File: src/rtl/irqm_pkg.sv
package irqm_pkg;

    localparam int IRQM_W = 32;

    // Positions of the defined interrupt sources
    localparam int SRC_TX_WB      = 0;
    localparam int SRC_TX_EMPTY   = 1;
    localparam int SRC_LINK       = 2;
    localparam int SRC_RX_MINTHR  = 4;
    localparam int SRC_RX_OVRN    = 6;
    localparam int SRC_RX_TMR     = 7;
    localparam int SRC_MDIO_DONE  = 9;
    localparam int SRC_TX_LOWTHR  = 15;
    localparam int SRC_RX_SMALL   = 16;
    localparam int SRC_RX_ACK     = 17;
    localparam int SRC_MGMT       = 18;
    localparam int SRC_QUEUE_BASE = 20;
    localparam int SRC_QUEUE_CNT  = 4;
    localparam int SRC_OTHER      = 24;

    function automatic logic [IRQM_W-1:0] build_valid();
        logic [IRQM_W-1:0] v;
        v = '0;
        v[SRC_TX_WB]     = 1'b1;
        v[SRC_TX_EMPTY]  = 1'b1;
        v[SRC_LINK]      = 1'b1;
        v[SRC_RX_MINTHR] = 1'b1;
        v[SRC_RX_OVRN]   = 1'b1;
        v[SRC_RX_TMR]    = 1'b1;
        v[SRC_MDIO_DONE] = 1'b1;
        v[SRC_TX_LOWTHR] = 1'b1;
        v[SRC_RX_SMALL]  = 1'b1;
        v[SRC_RX_ACK]    = 1'b1;
        v[SRC_MGMT]      = 1'b1;
        for (int q = 0; q < SRC_QUEUE_CNT; q++) begin
            v[SRC_QUEUE_BASE + q] = 1'b1;
        end
        v[SRC_OTHER]     = 1'b1;
        return v;
    endfunction

    localparam logic [IRQM_W-1:0] IRQM_VALID = build_valid();

    typedef struct packed {
        logic [IRQM_W-1:0] mask;
    } mask_st_t;

    typedef struct packed {
        logic irq;
    } req_st_t;

    typedef struct packed {
        logic pulse;
    } rld_st_t;

endpackage

File: src/rtl/irqm_mask_reg.sv
module irqm_mask_reg
    import irqm_pkg::*;
#(
    parameter int               W     = IRQM_W,
    parameter logic [W-1:0]     VALID = IRQM_VALID[W-1:0]
) (
    input  logic         clk,
    input  logic         rst_n,
    input  logic         set_we,
    input  logic [W-1:0] set_wdata,
    input  logic         clr_we,
    input  logic [W-1:0] clr_wdata,
    output logic [W-1:0] mask_o
);

    logic [W-1:0] mask_d;
    logic [W-1:0] mask_q;

    // Per-bit next state: set first, clear afterwards so clear wins.
    // Reserved positions are tied to zero.
    for (genvar b = 0; b < W; b++) begin : g_bit
        if (VALID[b]) begin : g_live
            always_comb begin
                mask_d[b] = mask_q[b];
                if (set_we && set_wdata[b]) begin
                    mask_d[b] = 1'b1;
                end
                if (clr_we && clr_wdata[b]) begin
                    mask_d[b] = 1'b0;
                end
            end
        end else begin : g_rsvd
            assign mask_d[b] = 1'b0;
        end
    end

    always_ff @(posedge clk) begin
        if (!rst_n) begin
            mask_q <= '0;
        end else begin
            mask_q <= mask_d;
        end
    end

    assign mask_o = mask_q;

endmodule

File: src/rtl/irqm_req_gen.sv
module irqm_req_gen
    import irqm_pkg::*;
#(
    parameter int W = IRQM_W
) (
    input  logic         clk,
    input  logic         rst_n,
    input  logic [W-1:0] mask_i,
    input  logic [W-1:0] cause_i,
    output logic         irq_o
);

    req_st_t st_d;
    req_st_t st_q;

    always_comb begin
        st_d     = st_q;
        st_d.irq = |(mask_i & cause_i);
    end

    always_ff @(posedge clk) begin
        if (!rst_n) begin
            st_q <= '0;
        end else begin
            st_q <= st_d;
        end
    end

    assign irq_o = st_q.irq;

endmodule

File: src/rtl/irqm_reload_det.sv
module irqm_reload_det
    import irqm_pkg::*;
#(
    parameter int           W     = IRQM_W,
    parameter logic [W-1:0] VALID = IRQM_VALID[W-1:0]
) (
    input  logic         clk,
    input  logic         rst_n,
    input  logic         set_we,
    input  logic [W-1:0] set_wdata,
    input  logic         arm_i,
    output logic         pulse_o
);

    rld_st_t st_d;
    rld_st_t st_q;
    logic    full_write;

    // Only defined positions take part in the all-ones compare
    assign full_write = ((set_wdata & VALID) == VALID);

    always_comb begin
        st_d       = st_q;
        st_d.pulse = set_we && arm_i && full_write;
    end

    always_ff @(posedge clk) begin
        if (!rst_n) begin
            st_q <= '0;
        end else begin
            st_q <= st_d;
        end
    end

    assign pulse_o = st_q.pulse;

endmodule

File: src/rtl/irq_mask_ctrl.sv
module irq_mask_ctrl
    import irqm_pkg::*;
#(
    parameter int           W     = IRQM_W,
    parameter logic [W-1:0] VALID = IRQM_VALID[W-1:0]
) (
    input  logic         clk,
    input  logic         rst_n,
    input  logic         set_we,
    input  logic [W-1:0] set_wdata,
    input  logic         clr_we,
    input  logic [W-1:0] clr_wdata,
    output logic [W-1:0] mask_rdata,
    input  logic [W-1:0] cause_i,
    input  logic         tmr_clr_en,
    output logic         irq_o,
    output logic         tmr_reload_o
);

    logic [W-1:0] mask_w;

    irqm_mask_reg #(.W(W), .VALID(VALID)) u_mask (
        .clk       (clk),
        .rst_n     (rst_n),
        .set_we    (set_we),
        .set_wdata (set_wdata),
        .clr_we    (clr_we),
        .clr_wdata (clr_wdata),
        .mask_o    (mask_w)
    );

    irqm_req_gen #(.W(W)) u_req (
        .clk     (clk),
        .rst_n   (rst_n),
        .mask_i  (mask_w),
        .cause_i (cause_i),
        .irq_o   (irq_o)
    );

    irqm_reload_det #(.W(W), .VALID(VALID)) u_rld (
        .clk       (clk),
        .rst_n     (rst_n),
        .set_we    (set_we),
        .set_wdata (set_wdata),
        .arm_i     (tmr_clr_en),
        .pulse_o   (tmr_reload_o)
    );

    assign mask_rdata = mask_w;

endmodule

File: config.mk
export PLATFORM = sky130hd
export DESIGN_NAME = irq_mask_ctrl
export DESIGN_NICKNAME = d
export VERILOG_FILES = /design/src/rtl/irqm_pkg.sv /design/src/rtl/irqm_mask_reg.sv /design/src/rtl/irqm_req_gen.sv /design/src/rtl/irqm_reload_det.sv /design/src/rtl/irq_mask_ctrl.sv
export SDC_FILE = /design/constraint.sdc
export NUM_CORES = 1
export LEC_CHECK = 0
export BUFFER_PORTS_ARGS = -buffer_cell sky130_fd_sc_hd__buf_2
export CAP_MARGIN = 20
export CELL_PAD_IN_SITES_DETAIL_PLACEMENT = 1
export CELL_PAD_IN_SITES_GLOBAL_PLACEMENT = 1
export CORE_ASPECT_RATIO = 0.7
export CORE_MARGIN = 8
export CORE_UTILIZATION = 21
export CTS_CLUSTER_SIZE = 8
export DETAILED_ROUTE_END_ITERATION = 16
export PLACE_DENSITY_LB_ADDON = 0.08
export SYNTH_ARGS = -nofsm -noshare
export SYNTH_HDL_FRONTEND = slang
export SYNTH_HIERARCHICAL = 1
export SYNTH_SLANG_ARGS = --single-unit
File: constraint.sdc
create_clock -name clk -period 1.6 [get_ports clk]
set_input_delay 0.08 -clock clk [delete_from_list [all_inputs] [get_ports clk]]
set_output_delay 0.08 -clock clk [all_outputs]
set_load 0.005 [all_outputs]
==> results.env, run 1 <==
CP.ARRIVAL_NS=1.40
DIE_W_UM=99.4
CTS_TREE='built'
SYN_AVG_CELL_AREA_SQ_UM=10.2
STANDARD_CELL_CORE_AREA_SQ_UM=4730
NUM_ROWS=21
CLOCK_TREE.BUFFER_DEPTH=2
FIRST_PASS_GRT_WIRE_LENGTH_MM=6.80
CRIT-REG2REG-CAPTURE='u_req/irq_o'
DIE-AREA_SQ_UM=7390
TIMING.CRITICAL_PATH.CELLS='a22oi_1, nand4_1, o41a_1'
GRT_MAX_DEGREE=17
WORST_HOLD_STARTPOINT='clr_wdata[2]'
DRV_SLEW=0
SYN_INST=100
CRITICAL_PATH.MAX_FANOUT=3
LAYOUT_WORST_PATH_CYCLE_SHARE=0.787
DETAILEDPLACEMENTHPWL_MM=3.87
RUN_STATUS='finished clean'
CELL_WITH_THE_BIGGEST_INDIVIDUAL_DELAY_ON_THE_CRITICAL_PATH='sky130_fd_sc_hd__o41a_1'
CRITICAL-PATH-TOP-DELAY-FAMILY='compound AO/OA/AOI/OAI gates'
POSTROUTEANTENNANETS=0
SYN2LAYOUT_AREA_GROWTH_PCT=51.2
MET1WIRELENGTH_MM=1.96
HOLD-PATH-ENDPOINT='u_mask/mask_o[2]'
GRT_ANTENNA_BEFORE_REPAIR=0
HOLD_VIOLATIONS=0
PATH_CLASS='register to register'
FINAL_CELL_MIX='86 x sky130_fd_sc_hd__buf_2, 18 x sky130_fd_sc_hd__dfxtp_1, 16 x sky130_fd_sc_hd__conb_1'
CTS_MADE_BUFFERS=3
HOLD-PATH-CELL-COUNT=2
WORST_R2R_PATH_DEPTH=3
PLACE_CONGESTION=0.664
SETUP_TNS_AFTER_FINAL_LAYOUT_NS=0
SYN_AREA_SQ_UM=1020
CLOCK_INSERTION_DELAY_WORST_SKEW_NS=0.26
REMAINING_DRC_ERRORS=0
CTS.CLK_SLEW.WORST_PATHS_NS=0.08
ROUTED-WL-MET2_MM=2.12
RSZ0062_AT_GRT='no'
SYNTH_SEQUENTIAL_AREA_RATIO=0.353
DISTINCT_CELLS_SYNTH=17
TIMING.REG2REG.SETUP_SLACK_NS=0.34
MAX_CLOCK_SKEW_NS=0.00320
MAX_CAP_VIOL_COUNT=0
RR_STARTPOINT='u_mask/mask_o[4]'
DESIGN.FINAL.NETS=294
TIMING.CRITICAL_PATH.REQUIRED_NS=1.74
POST-CTS-SETUP-BUFFER-COUNT=0
DETAIL_ROUTE.ITER0.VIOLATIONS=34
HP-CLASS='input port to register'
AVGROUTEDWIREPERCELL_UM=18.3
CLOCKROOTBUFFER='sky130_fd_sc_hd__clkbuf_8'
FINAL_LAYOUT_SIZE_SUFFIX_GT1_FRAC=0.589
FLOORPLAN.INITIALDENSITY=0.216
SYNTH.FF_LATCH_COUNT=18
FINALSETUPVIOLATIONS=0
WORST-PATH-BUF-INV=0
FINALWORSTPATHREQUIREDPERIOD_NS=1.26
GRT_USE_TOTAL=0.118
FILLCELLCOUNT=595
WIRELENGTH_MM=4.55
TOP_LEVEL_PINS=135
CRITICAL_PATH.STARTPOINT_TYPE='register'
DRT-PASS1-ITER-COUNT=4
MET3ROUTEDLENGTH_UM=448
CRIT_PATH_START='u_mask/mask_o[4]'
FLOORPLAN.DIE.HEIGHT_UM=74.4
MULTIINPUTGATEAREA_SQ_UM=549
GRT.OVERFLOW.TOTAL=0
STATIC_LEAKAGE_uW=0.000719
LAYOUT_COMMONEST_CELL='sky130_fd_sc_hd__buf_2'
FIN_WORST_HOLD_SLACK_NS=0.00626
MAXUSEDROUTINGLAYER='met4'
TOTAL_INSERTED_ANTENNA_CELLS=0
GRT_PASS1_VIAS=1280
IR_DROP_mV=0.294
SYNTH_WARNINGS=6
PLACEMENT.IO_BUFFERS=86
CLKSINKCOUNT=18
P_PER_AREA_nW_PER_UM2=743
FMAXACHIEVABLE_GHz=0.794
VIASPERCELL=4.52
CRIT_PATH_END_KIND='register'
CRITICAL_PATH_CELL_COUNT=3
MAX_STAGE_DELAY_NS=0.45
DR_TOTAL_VIAS=1126
REG_AREA_SQ_UM=360
HTREE_LEVELS=1
[routing by layer]
layer / track usage / vias to the layer above
li1: - / 550
met1: 0.135 / 523
met2: 0.202 / 51
met3: 0.0579 / 2
met4: 0.0150 / 0
met5: 0 / -
[per-stage QoR]
step / utilization / worst slack [ns] / cells / total power, uW / area (sq um)
2_1_floorplan: - / 0.483 / 115 / 645 / 1080
3_3_place_gp: 0.302 / 0.338 / 239 / 753 / 1430
3_5_place_dp: 0.302 / 0.303 / 239 / 762 / 1430
4_1_cts: 0.322 / 0.296 / 247 / 1160 / 1530
5_1_grt: 0.327 / 0.255 / 249 / 1220 / 1550
6_report: 0.327 / 0.341 / 249 / 1150 / 1550
[kinds of logic (layout without fill, tap and decap cells)]
kind of cell    Yosys count  count (layout)  synth area share
compound gates           49              49             0.415
buf+inv                  22              99             0.165
flops                    18              18             0.353
other cells               1              16           0.00367
simple gates             10              10            0.0637
[flip-flops by register name, summed over array words and instances, names as in the netlist]
register,cells
u_rld/pulse_o,1
u_mask/mask_o,16
u_req/irq_o,1
[Yosys cell counts]
library cell | count | area, sq um
sky130_fd_sc_hd__a22oi_1 | 15 | 113
sky130_fd_sc_hd__inv_1 | 1 | 3.75
sky130_fd_sc_hd__clkbuf_2 | 1 | 5.00
sky130_fd_sc_hd__nor4_1 | 1 | 6.26
sky130_fd_sc_hd__a21oi_2 | 10 | 87.6
sky130_fd_sc_hd__a211oi_1 | 6 | 45.0
sky130_fd_sc_hd__buf_4 | 18 | 135
sky130_fd_sc_hd__buf_2 | 1 | 5.00
sky130_fd_sc_hd__conb_1 | 1 | 3.75
sky130_fd_sc_hd__and4_1 | 1 | 8.76
sky130_fd_sc_hd__buf_12 | 1 | 20.0
sky130_fd_sc_hd__dfxtp_1 | 18 | 360
sky130_fd_sc_hd__a21oi_1 | 6 | 30.0
sky130_fd_sc_hd__nand4_1 | 8 | 50.1
sky130_fd_sc_hd__o41a_1 | 1 | 11.3
sky130_fd_sc_hd__a22oi_2 | 1 | 12.5
sky130_fd_sc_hd__a211oi_2 | 10 | 125
[power breakdown]
part           switching [uW]  internal (uW)  total, uW  leakage [uW]
sequential               21.2            472        493      0.000148
combinational             133            135        269      0.000542
clock                     168            219        387     0.0000288
total                     322            826       1150      0.000719
[layout make-up]
cell class	instances	share of cell area
Clock buffer	4	0.0356
Inverter	1	0.00243
Multi-Input combinational cell	75	0.355
Sequential cell	18	0.233
Tap cell	57	0.0462
Timing Repair Buffer	94	0.327
[timing repair]
item | 4_1_cts | 5_1_grt
resized for setup | 0 | 0
hold endpoints to repair | 4 | 2
hold buffers | 4 | 2
[how the worst max path moves through the flow]
| stage | end | slack [ns] |
|---|---|---|
| 3_3_place_gp | u_req/irq_o | 0.34 |
| 2_1_floorplan | u_req/irq_o | 0.48 |
| 6_report | u_req/irq_o | 0.34 |
| 4_1_cts | u_req/irq_o | 0.30 |
| 5_1_grt | u_req/irq_o | 0.25 |
| 3_5_place_dp | u_req/irq_o | 0.30 |
Note: power is estimated with default switching activity, not from simulation.
==> run 2, diff against run 1 <==
--- a/config.mk
+++ b/config.mk
@@ -5,13 +5,14 @@
 export SDC_FILE = /design/constraint.sdc
 export NUM_CORES = 1
 export LEC_CHECK = 0
+export ABC_AREA = 1
 export BUFFER_PORTS_ARGS = -buffer_cell sky130_fd_sc_hd__buf_2
 export CAP_MARGIN = 20
 export CELL_PAD_IN_SITES_DETAIL_PLACEMENT = 1
 export CELL_PAD_IN_SITES_GLOBAL_PLACEMENT = 1
 export CORE_ASPECT_RATIO = 0.7
 export CORE_MARGIN = 8
-export CORE_UTILIZATION = 21
+export CORE_UTILIZATION = 17
 export CTS_CLUSTER_SIZE = 8
 export DETAILED_ROUTE_END_ITERATION = 16
 export PLACE_DENSITY_LB_ADDON = 0.08
==> constraint.sdc (replaced) <==
create_clock -name clk -period 1.13 [get_ports clk]
set_input_delay 0.0565 -clock clk [delete_from_list [all_inputs] [get_ports clk]]
set_output_delay 0.0565 -clock clk [all_outputs]
set_load 0.005 [all_outputs]
==> run 2 against run 1 <==
  * Register-to-register slack lost 0.18 ns
  * Sequential share of layout area shrank 0.59 points
  * Setup slack lost 0.18 ns
  * Hold slack gained 0.034 ns
  * Wire length grew 1.6%
  * Critical endpoint unchanged
  * Largest power group unchanged
==> results.env, run 2 <==
MAX_STAGE_DELAY_NS=0.33  # -0.12 ns
CRIT_PATH_END_KIND='register'
MAX_CLOCK_SKEW_NS=0.00262  # -0.000585 ns
CTS_HOLD_BUFFERS=0  # -4
NUM_ROWS=24  # +14%
SYN_AVG_CELL_AREA_SQ_UM=5.98  # -41%
SYNTH_FA_HA_AREA_FRAC=0  # unchanged
FMAXACHIEVABLE_GHz=1.03  # +30%
SYNTHTOPCELLSBYAREA='sky130_fd_sc_hd__dfxtp_1 32%, sky130_fd_sc_hd__nand2_1 32%, sky130_fd_sc_hd__buf_4 11%, sky130_fd_sc_hd__nor2_1 10%, sky130_fd_sc_hd__a21oi_1 7.6%'
SYNTH.FF_LATCH_COUNT=18  # unchanged
SYNTH_WARNINGS=6  # unchanged
STATIC_LEAKAGE_uW=0.000946  # +32%
GRT_USE_TOTAL=0.0969  # -0.0214
DR_TOTAL_VIAS=1313  # +17%
CLKSINKCOUNT=18  # unchanged
FINALSETUPVIOLATIONS=0  # unchanged
FINALPOWER_uW=1520  # +32%
PLACEMENT.IO_BUFFERS=86  # unchanged
DISTINCT_CELLS_SYNTH=12  # -5
CRITICAL_PATH.MOST_COMMON_CELL='sky130_fd_sc_hd__nand2_1'
LAYOUT_COMMONEST_CELL='sky130_fd_sc_hd__nand2_1'
DETAILEDPLACEMENTHPWL_MM=3.96  # +2.4%
CLOCK_INSERTION_DELAY_WORST_SKEW_NS=0.25  # about the same
REMAINING_DRC_ERRORS=0  # unchanged
CTS_MADE_BUFFERS=3  # unchanged
POST_SYNTH_MOST_FREQUENT_CELLS='94 x sky130_fd_sc_hd__nand2_1, 31 x sky130_fd_sc_hd__nor2_1, 18 x sky130_fd_sc_hd__dfxtp_1'
GRT.OVERFLOW.TOTAL=0  # unchanged
LAYOUT_WORST_PATH_CYCLE_SHARE=0.857  # +0.0698
GRT_PASS1_VIAS=1466  # +15%
DRT-PASS1-ITER-COUNT=2  # -2
FINAL_LAYOUT_SIZE_SUFFIX_GT1_FRAC=0.342  # -0.247
CLOCK_TREE.BUFFER_DEPTH=2  # unchanged
DIE_W_UM=113  # +14%
SYNTH.TOP_CELL.AREA_SHARE=0.322  # -0.0304
MAX_CAP_VIOL_COUNT=0  # unchanged
FLOORPLAN.DIE.HEIGHT_UM=83.9  # +13%
STANDARD_CELL_CORE_AREA_SQ_UM=6310  # +33%
MAIN_COMBINATIONAL_CELL_FAMILY_BY_AREA_AFTER_SYNTHESIS='simple AND/OR/NAND/NOR gates'
CRITICAL-PATH-TOP-DELAY-FAMILY='simple AND/OR/NAND/NOR gates'
SYN_AREA_SQ_UM=1120  # +9.4%
SYNTHARSTFLOPSHARE=0  # unchanged
YOSYSTOPAREACELL='sky130_fd_sc_hd__dfxtp_1'
FILLCELLCOUNT=850  # +43%
CTS.CLK_SLEW.WORST_PATHS_NS=0.07  # about the same
SYNTH_COMPOUND_GATE_AREA_SHARE=0.0761  # -0.339
P_PER_AREA_nW_PER_UM2=960  # +29%
HOLD_VIOLATIONS=0  # unchanged
POST_SYNTH_AND_OR_NAND_NOR_AREA_FRACTION=0.430  # +0.366
SYNTH_EDF_COUNT=0  # unchanged
PLACE_CONGESTION=0.700  # +5.4%
CRITICAL_PATH.STARTPOINT_TYPE='register'
GRT_ANTENNA_BEFORE_REPAIR=0  # unchanged
FIN_WORST_HOLD_SLACK_NS=0.0403  # +0.0340 ns
SYNTH_SEQUENTIAL_AREA_RATIO=0.322  # -0.0304
NUMPLACEDINSTANCES=347  # +45%
HP-CLASS='input port to register'
CELL_WITH_THE_BIGGEST_INDIVIDUAL_DELAY_ON_THE_CRITICAL_PATH='sky130_fd_sc_hd__dfxtp_1'
YOSYSMOSTFREQUENTCELL='sky130_fd_sc_hd__nand2_1'
LARGEST_REGISTER_FFS=16  # unchanged
SYN2LAYOUT_AREA_GROWTH_PCT=41.7
FLOORPLAN.INITIALDENSITY=0.177  # -0.0388
SYNTH_FF_TYPE='sky130_fd_sc_hd__dfxtp_1'
RUN_STATUS='finished clean'
HTREE_LEVELS=1  # unchanged
CRITICAL_PATH.MAX_FANOUT=3  # unchanged
POST-CTS-SETUP-BUFFER-COUNT=0  # unchanged
TOTAL_INSERTED_ANTENNA_CELLS=0  # unchanged
AVGROUTEDWIREPERCELL_UM=13.2  # -28%
CTS_TREE='built'
TOP_LEVEL_PINS=135  # unchanged
IR_DROP_mV=0.300  # +2.2%
FIN_UTIL=0.251  # -0.0753
SYN_INST=187  # +87%
RSZ0062_AT_GRT='no'
WORST-PATH-BUF-INV=0  # unchanged
SYNTH_XOR_XNOR_AREA_SHARE=0  # unchanged
CLOCKROOTBUFFER='sky130_fd_sc_hd__clkbuf_8'
TIMING.CRITICAL_PATH.CELLS='nand2_1, nand2_1, nor2_1, nand2_1, nor2_1, a21oi_1'
WIRELENGTH_MM=4.62  # +1.6%
DESIGN.FINAL.NETS=375  # +28%
TIMING.CRITICAL_PATH.REQUIRED_NS=1.27  # -0.47 ns
GRT_MAX_DEGREE=17  # unchanged
FIN_CELLS=350  # +41%
POSTROUTEANTENNANETS=0  # unchanged
FINAL_CELL_MIX='94 x sky130_fd_sc_hd__nand2_1, 86 x sky130_fd_sc_hd__buf_2, 31 x sky130_fd_sc_hd__nor2_1'
DIE-AREA_SQ_UM=9470  # +28%
SETUP_TNS_AFTER_FINAL_LAYOUT_NS=0  # unchanged
DETAIL_ROUTE.ITER0.VIOLATIONS=22  # -35%
PATH_CLASS='register to register'
CTS_RESIZED=0  # unchanged
POST_SYNTH_MUX_AREA_SHARE=0  # unchanged
DRV_SLEW=0  # unchanged
FIRST_PASS_GRT_WIRE_LENGTH_MM=7.45  # +9.7%
CP.ARRIVAL_NS=1.11  # -0.29 ns
VIASPERCELL=3.75  # -17%
FINALWORSTPATHREQUIREDPERIOD_NS=0.968  # -0.291 ns
run 2: changes by cell type after synthesis, sizes merged:
cell / before / now
a21oi: 16 / 17
inv: 1 / 2
nor2: 0 / 32
nand3: 0 / 1
nand2: 0 / 94
a211oi: 16 / 0
nand4: 8 / 0
buf: 20 / 21
and4: 1 / 0
nor4: 1 / 0
o41a: 1 / 0
a22oi: 16 / 0
run 2: metrics by stage:
stage               setup WS [ns]  cell area [sq um]
finish                      0.162               1590
global route               0.0390               1590
CTS                         0.134               1590
detailed placement          0.145               1540
global placement            0.153               1540
floorplan                   0.325               1170
run 2: area by class of cell:
class / count / area [sq um] / share of cell area
clock buffer: 3 / 41.3 / 0.0260
inverter: 2 / 7.51 / 0.00474
multi-input combinational: 160 / 626 / 0.395
sequential: 18 / 360 / 0.227
tap: 78 / 97.6 / 0.0616
timing repair buffer: 89 / 453 / 0.286
run 2: power by group:
group	switching [uW]	internal (uW)	leakage, uW
combinational	194	178	0.000776
sequential	23.9	669	0.000148
clock	221	237	0.0000216
run 2: logic make-up after synthesis:
kind of cell    Yosys count
flops                    18
buf+inv                  24
compound gates           17
other cells               1
simple gates            127
run 2: worst reg2reg max path, delay by kind of cell, from the launching register on:
kind	cells	cell delay, ns
simple gates	5	0.45
compound gates	1	0.08
flops	1	0.33
run 2: final timing paths:
check	startpoint	endpoint	slack [ns]	depth (start not counted)
setup reg to reg	u_mask/mask_o[18]	u_req/irq_o	0.16	6
setup / recovery	u_mask/mask_o[18]	u_req/irq_o	0.16	6
hold reg to reg	u_mask/mask_o[15]	u_mask/mask_o[15]	0.50	2
hold / removal	clr_wdata[18]	u_mask/mask_o[18]	0.04	4
run 2: routing by layer:
metal | share of wire | up-vias | track usage
met2 | 0.45 | 49 | 0.160
met5 | 0 | - | 0
li1 | - | 713 | -
met1 | 0.46 | 551 | 0.117
met3 | 0.091 | 0 | 0.0441
met4 | 0 | 0 | 0.00723
